`src/rtl/bank_regfile_pkg.sv`:
```
package bank_regfile_pkg;

    typedef enum logic [4:0] {
        MODE_USER  = 5'b10000,
        MODE_FAST  = 5'b10001,
        MODE_IRQ   = 5'b10010,
        MODE_SUPER = 5'b10011,
        MODE_ABORT = 5'b10111,
        MODE_UNDEF = 5'b11011,
        MODE_SYS   = 5'b11111
    } mode_e;

    // Register bank a mode selects; BANK_BASE covers user, system and unknown codes.
    typedef enum logic [2:0] {
        BANK_BASE  = 3'd0,
        BANK_FAST  = 3'd1,
        BANK_IRQ   = 3'd2,
        BANK_SUPER = 3'd3,
        BANK_ABORT = 3'd4,
        BANK_UNDEF = 3'd5
    } bank_e;

    localparam int NUM_LOG       = 16;
    localparam int FAST_LO       = 8;
    localparam int FAST_HI       = 14;
    localparam int PAIR_LO       = 13;
    localparam int FAST_COUNT    = FAST_HI - FAST_LO + 1;
    localparam int PAIR_COUNT    = 2;
    localparam int PAIR_MODES    = 4;
    localparam int FAST_BASE     = NUM_LOG;
    localparam int PAIR_BASE     = FAST_BASE + FAST_COUNT;
    localparam int NUM_PHYS      = PAIR_BASE + PAIR_COUNT * PAIR_MODES;
    localparam int NUM_SAVED     = 1 + PAIR_MODES;

    function automatic bank_e decode_bank(input logic [4:0] m);
        bank_e b;
        case (m)
            MODE_FAST:  b = BANK_FAST;
            MODE_IRQ:   b = BANK_IRQ;
            MODE_SUPER: b = BANK_SUPER;
            MODE_ABORT: b = BANK_ABORT;
            MODE_UNDEF: b = BANK_UNDEF;
            default:    b = BANK_BASE;
        endcase
        return b;
    endfunction

endpackage

```
`src/rtl/bank_map.sv`:
```
module bank_map
    import bank_regfile_pkg::*;
#(
    parameter int IDX_W  = 4,
    parameter int PIDX_W = 5
) (
    input  logic [4:0]        mode,
    input  logic [IDX_W-1:0]  idx,
    output logic [PIDX_W-1:0] pidx
);

    bank_e bank;
    int    phys;

    always_comb begin
        bank = decode_bank(mode);
        phys = int'(idx);
        unique case (bank)
            BANK_FAST: begin
                if (int'(idx) >= FAST_LO && int'(idx) <= FAST_HI)
                    phys = FAST_BASE + int'(idx) - FAST_LO;
            end
            BANK_IRQ, BANK_SUPER, BANK_ABORT, BANK_UNDEF: begin
                if (int'(idx) >= PAIR_LO && int'(idx) < PAIR_LO + PAIR_COUNT)
                    phys = PAIR_BASE + PAIR_COUNT * (int'(bank) - int'(BANK_IRQ))
                           + int'(idx) - PAIR_LO;
            end
            BANK_BASE: phys = int'(idx);
        endcase
        pidx = PIDX_W'(phys);
    end

endmodule

```
`src/rtl/gp_store.sv`:
```
module gp_store #(
    parameter int DATA_W = 32,
    parameter int DEPTH  = 31,
    parameter int AW     = 5
) (
    input  logic              clk,
    input  logic [AW-1:0]     rd_a_addr,
    output logic [DATA_W-1:0] rd_a_q,
    input  logic [AW-1:0]     rd_b_addr,
    output logic [DATA_W-1:0] rd_b_q,
    input  logic              wa_en,
    input  logic [AW-1:0]     wa_addr,
    input  logic [DATA_W-1:0] wa_data,
    input  logic              wb_en,
    input  logic [AW-1:0]     wb_addr,
    input  logic [DATA_W-1:0] wb_data
);

    logic [DATA_W-1:0] cells [DEPTH];

    // No reset: general registers hold their value through reset.
    for (genvar g = 0; g < DEPTH; g++) begin : g_cell
        always_ff @(posedge clk) begin
            if (wb_en && int'(wb_addr) == g)
                cells[g] <= wb_data;
            else if (wa_en && int'(wa_addr) == g)
                cells[g] <= wa_data;
        end
    end

    always_comb begin
        rd_a_q = '0;
        rd_b_q = '0;
        if (int'(rd_a_addr) < DEPTH) rd_a_q = cells[rd_a_addr];
        if (int'(rd_b_addr) < DEPTH) rd_b_q = cells[rd_b_addr];
    end

endmodule

```
`src/rtl/saved_store.sv`:
```
module saved_store
    import bank_regfile_pkg::*;
#(
    parameter int DATA_W = 32
) (
    input  logic              clk,
    input  logic              rst_n,
    input  bank_e             rd_bank,
    output logic [DATA_W-1:0] rd_q,
    input  logic              wr_en,
    input  bank_e             wr_bank,
    input  logic [DATA_W-1:0] wr_data
);

    logic [DATA_W-1:0] words [NUM_SAVED];

    for (genvar s = 0; s < NUM_SAVED; s++) begin : g_word
        always_ff @(posedge clk or negedge rst_n) begin
            if (!rst_n)
                words[s] <= '0;
            else if (wr_en && wr_bank != BANK_BASE && int'(wr_bank) - 1 == s)
                words[s] <= wr_data;
        end
    end

    always_comb begin
        rd_q = '0;
        if (rd_bank != BANK_BASE)
            rd_q = words[int'(rd_bank) - 1];
    end

endmodule

```
`src/rtl/bank_regfile.sv`:
```
module bank_regfile
    import bank_regfile_pkg::*;
#(
    parameter int DATA_W = 32,
    parameter int IDX_W  = 4
) (
    input  logic              clk,
    input  logic              rst_n,
    input  logic [4:0]        mode_i,
    input  logic [IDX_W-1:0]  rd_a_idx,
    output logic [DATA_W-1:0] rd_a_data,
    input  logic [IDX_W-1:0]  rd_b_idx,
    output logic [DATA_W-1:0] rd_b_data,
    input  logic              wr_en,
    input  logic [IDX_W-1:0]  wr_idx,
    input  logic [DATA_W-1:0] wr_data,
    input  logic              xwr_en,
    input  logic [4:0]        xwr_mode,
    input  logic [IDX_W-1:0]  xwr_idx,
    input  logic [DATA_W-1:0] xwr_data,
    input  logic [DATA_W-1:0] cur_status_i,
    output logic [DATA_W-1:0] ss_rd_data,
    input  logic              ss_wr_en,
    input  logic [4:0]        ss_wr_mode,
    input  logic [DATA_W-1:0] ss_wr_data
);

    localparam int PIDX_W = $clog2(NUM_PHYS);

    logic [PIDX_W-1:0] pa, pb, pw, px;
    logic [DATA_W-1:0] saved_q;
    bank_e             act_bank;

    bank_map #(.IDX_W(IDX_W), .PIDX_W(PIDX_W)) u_map_a (.mode(mode_i),   .idx(rd_a_idx), .pidx(pa));
    bank_map #(.IDX_W(IDX_W), .PIDX_W(PIDX_W)) u_map_b (.mode(mode_i),   .idx(rd_b_idx), .pidx(pb));
    bank_map #(.IDX_W(IDX_W), .PIDX_W(PIDX_W)) u_map_w (.mode(mode_i),   .idx(wr_idx),   .pidx(pw));
    bank_map #(.IDX_W(IDX_W), .PIDX_W(PIDX_W)) u_map_x (.mode(xwr_mode), .idx(xwr_idx),  .pidx(px));

    gp_store #(.DATA_W(DATA_W), .DEPTH(NUM_PHYS), .AW(PIDX_W)) u_store (
        .clk       (clk),
        .rd_a_addr (pa),
        .rd_a_q    (rd_a_data),
        .rd_b_addr (pb),
        .rd_b_q    (rd_b_data),
        .wa_en     (wr_en),
        .wa_addr   (pw),
        .wa_data   (wr_data),
        .wb_en     (xwr_en),
        .wb_addr   (px),
        .wb_data   (xwr_data)
    );

    assign act_bank = decode_bank(mode_i);

    saved_store #(.DATA_W(DATA_W)) u_saved (
        .clk     (clk),
        .rst_n   (rst_n),
        .rd_bank (act_bank),
        .rd_q    (saved_q),
        .wr_en   (ss_wr_en),
        .wr_bank (decode_bank(ss_wr_mode)),
        .wr_data (ss_wr_data)
    );

    assign ss_rd_data = (act_bank == BANK_BASE) ? cur_status_i : saved_q;

endmodule

```
`config.mk`:
```
export PLATFORM = sky130hd
export DESIGN_NAME = bank_regfile
export DESIGN_NICKNAME = d
export VERILOG_FILES = /design/src/rtl/bank_regfile_pkg.sv /design/src/rtl/bank_map.sv /design/src/rtl/gp_store.sv /design/src/rtl/saved_store.sv /design/src/rtl/bank_regfile.sv
export SDC_FILE = /design/constraint.sdc
export NUM_CORES = 2
export LEC_CHECK = 0
export BUFFER_PORTS_ARGS = -buffer_cell sky130_fd_sc_hd__buf_2
export CORE_MARGIN = 2
export CORE_UTILIZATION = 50
export CTS_BUF_LIST = sky130_fd_sc_hd__clkbuf_4 sky130_fd_sc_hd__clkbuf_8 sky130_fd_sc_hd__clkbuf_16
export DETAILED_ROUTE_END_ITERATION = 16
export GPL_ROUTABILITY_DRIVEN = 0
export MAX_ROUTING_LAYER = met4
export PLACE_DENSITY = 0.69
export SLEW_MARGIN = 20
export SYNTH_ARGS = -nofsm -noshare
export SYNTH_HDL_FRONTEND = slang
export SYNTH_HIERARCHICAL = 1
export SYNTH_SLANG_ARGS = --single-unit
```
`constraint.sdc`:
```
create_clock -name clk -period 5.27 [get_ports clk]
set_clock_uncertainty 0.1 [all_clocks]
set_input_delay 1.054 -clock clk [delete_from_list [all_inputs] [get_ports clk]]
set_output_delay 1.054 -clock clk [all_outputs]
set_load 0.02 [all_outputs]
```
==> impl_metrics.json <==
{
  "finalNetCount": 5241,
  "grt_max_degree": 88,
  "coreArea_um2": 136000,
  "rows": 135,
  "first_pass_iters": 5,
  "clkSinkCount": 1152,
  "cts_made_buffers": 132,
  "clock_latency_ns": 0.77,
  "synthSimpleGateAreaFrac_pct": 3.30,
  "clk_pin_slew_ns": 0.06,
  "max_freq_ghz": 0.160,
  "irDropWorstVdd_uv": 294,
  "end_kind": "output port",
  "critPathLaunchType": "input port",
  "syn_area_um2": 68500,
  "synthAdderAreaFrac_pct": 0.726,
  "layout-area-overhead-vs-synth_pct": 23.0,
  "design.die.area_um2": 140000,
  "violations": "negative setup slack",
  "yosysWarnings": 6,
  "final_core_util_pct": 62.1,
  "synth.top_cell.area_share_pct": 43.5,
  "cp.arrival_ns": 5.10,
  "synth.most_common_cell": "mux2_2",
  "drt_iter0_drc": 6139,
  "drt-total-wl_mm": 249,
  "p_per_area_nw_per_um2": 282,
  "synthMuxAreaShare_pct": 37.8,
  "syn_inst": 4574,
  "start_util_pct": 50.5,
  "grt_usage_pct": 36.1,
  "cts_tree": "built",
  "setup_slack_ns": -0.985,
  "rsz0062_at_grt": "yes",
  "fin_crit_sh_pct": 119,
  "critPathKind": "in -> out",
  "grt_pass1_vias": 47600,
  "required_ns": 4.12,
  "vias_per_cell": 6.96,
  "drv_slew": 0,
  "yosys-top-cells-count": "mux2_2, edfxtp_1, mux4_2",
  "ant_nets": 0,
  "cts-htree-levels": 4,
  "syn_nets": 4773,
  "synth_top_family_by_area": "multiplexers",
  "r2r_setup_slack_ns": 4.39,
  "final_hold_viol_count": 0,
  "route.detailed.drc": 0,
  "io_buffers": 259,
  "dieWidth_um": 374,
  "clk_path_buf_depth": 3,
  "synthTopCellsByArea": "edfxtp_1, mux2_2, mux4_2, dfrtp_1, mux2i_1",
  "grt_pass1_wl_mm": 351,
  "ios": 260,
  "grt_remaining_overflow": 0,
  "drt-wirelength-per-cell_um": 35.9,
  "setup_tns_ns": -49.08,
  "setup_viol": 64,
  "status": "finished, violations left",
  "synthArstFlopShare_pct": 13.9,
  "slew_headroom_pct": 29.8,
  "antenna_found_initial": 24,
  "hp-class": "in -> async",
  "synth_largest_area_cell": "edfxtp_1",
  "worst-path-max-fanout": 11,
  "period_minus_slack_ns": 6.25,
  "synth_xor_xnor_area_share_pct": 0.179,
  "synth_ff_type": "edfxtp_1",
  "die_height_um": 374,
  "synth_compound_area_share_pct": 4.79,
  "leakagePower_nw": 31.4,
  "ys_seq_area_share_pct": 49.3,
  "max_cap_violations": 0,
  "place_ws_ns": -1.15,
  "layout-drive-gt1-share_pct": 58.6,
  "syn_area_per_cell_um2": 15.0,
  "root_buffer": "clkbuf_16",
  "vias": 48400,
  "fill_cells": 9959,
  "synth.ff_latch_count": 1152,
  "dp_hpwl_mm": 162,
  "worstMarginPinSlew_ns": 1.04,
  "synth_cell_type_count": 74,
  "synth_edf_count": 992
}
-- area by class of cell --
cell class                 count  area (um2)  area share (%)
tap                         1781        2230            2.64
multi-input combinational   2847       34400            40.8
antenna                       28        70.1          0.0831
sequential                  1152       33800            40.1
inverter                      43         161           0.191
timing repair buffer         866        9370            11.1
clock buffer                 174        3730            4.42
clock inverter                60         539           0.640
-- metal layers --
layer / global-route usage, % / up-vias / share of wire [%]
met3: 9.62 / 793 / 13
met5: - / - / 0
met2: 52.7 / 3359 / 45
met1: 46.6 / 25000 / 36
li1: - / 19200 / -
met4: 17.8 / 0 / 5.8
-- final timing paths --
kind                                    start                 end  cells after the start
min in group clk            u_saved/words[38]   u_saved/words[38]                      1
max reg2reg                u_saved/words[113]  u_saved/words[113]                      1
max                                 mode_i[2]        rd_b_data[6]                     18
min reg2reg                 u_saved/words[38]   u_saved/words[38]                      1
min                                     rst_n   u_saved/words[24]                      1
max in group asynchronous               rst_n  u_saved/words[102]                      2
-- state kept, by name, summed over array words and instances (netlist names) --
| name | cells |
|---|---|
| u_saved/words | 160 |
| u_store/cells | 992 |
-- layout by cell type (no fill, tap or decap), types with 32 or more instances in the layout --
master and count:
nand2_2 34, nor2_1 73, dfrtp_1 160, edfxtp_1 992, nand2_1 145, o21ai_0 34
mux2_4 61, a22o_1 42, mux2_2 1137, buf_12 217, clkbuf_16 138, buf_4 350
buf_6 80, clkbuf_4 32, nand3_1 33, mux4_2 407, buf_2 192, mux2i_1 272
inv_1 38
-- power breakdown --
part           switching [W]  internal (W)
registers           0.000137        0.0102
logic                0.00221       0.00199
clock network        0.00387       0.00534
total                0.00622        0.0175
-- critical path: stages --
cell,delay [ns]
buf_8,0.11
xor2_2,0.16
nand4_1,0.16
ha_2,0.21
or2_4,0.23
ha_4,0.27
ha_4,0.12
inv_2,0.03
fa_1,0.44
a311oi_2,0.27
a211o_4,0.21
or3b_4,0.41
buf_12,0.17
buf_12,0.14
o221ai_4,0.17
a21oi_2,0.08
a2111oi_4,0.58
buf_4,0.24
-- what timing repair did --
action                                  4_1_cts  5_1_grt
gates cloned                                 12        3
buffers inserted                             34       41
endpoints found under the setup margin       64       64
gates resized for setup                     272      125
pin swaps                                   107       80
hold buffers                                  0        0
-- through the flow --
stage | hold slack (ns) | power [W] | cell area [um2] | std cells
floorplan | 0.353 | 0.0127 | 69400 | 4574
global placement | 0.369 | 0.0142 | 77200 | 6613
detailed placement | 0.373 | 0.0142 | 77200 | 6613
CTS | 0.217 | 0.0236 | 83300 | 6891
global route | 0.252 | 0.0243 | 84300 | 6944
finish | 0.216 | 0.0238 | 84300 | 6951
-- cell families (layout without fill, tap and decap cells) --
family | count (synthesis) | after routing
buffers and inverters | 576 | 1143
flip-flops | 1152 | 1152
other | 0 | 28
multiplexers | 1906 | 1906
XOR/XNOR | 14 | 14
adder cells (fa/ha/maj) | 35 | 35
AND/OR/NAND/NOR | 460 | 461
AO/OA/AOI/OAI | 431 | 431
Power figures use the tool's default switching activity.
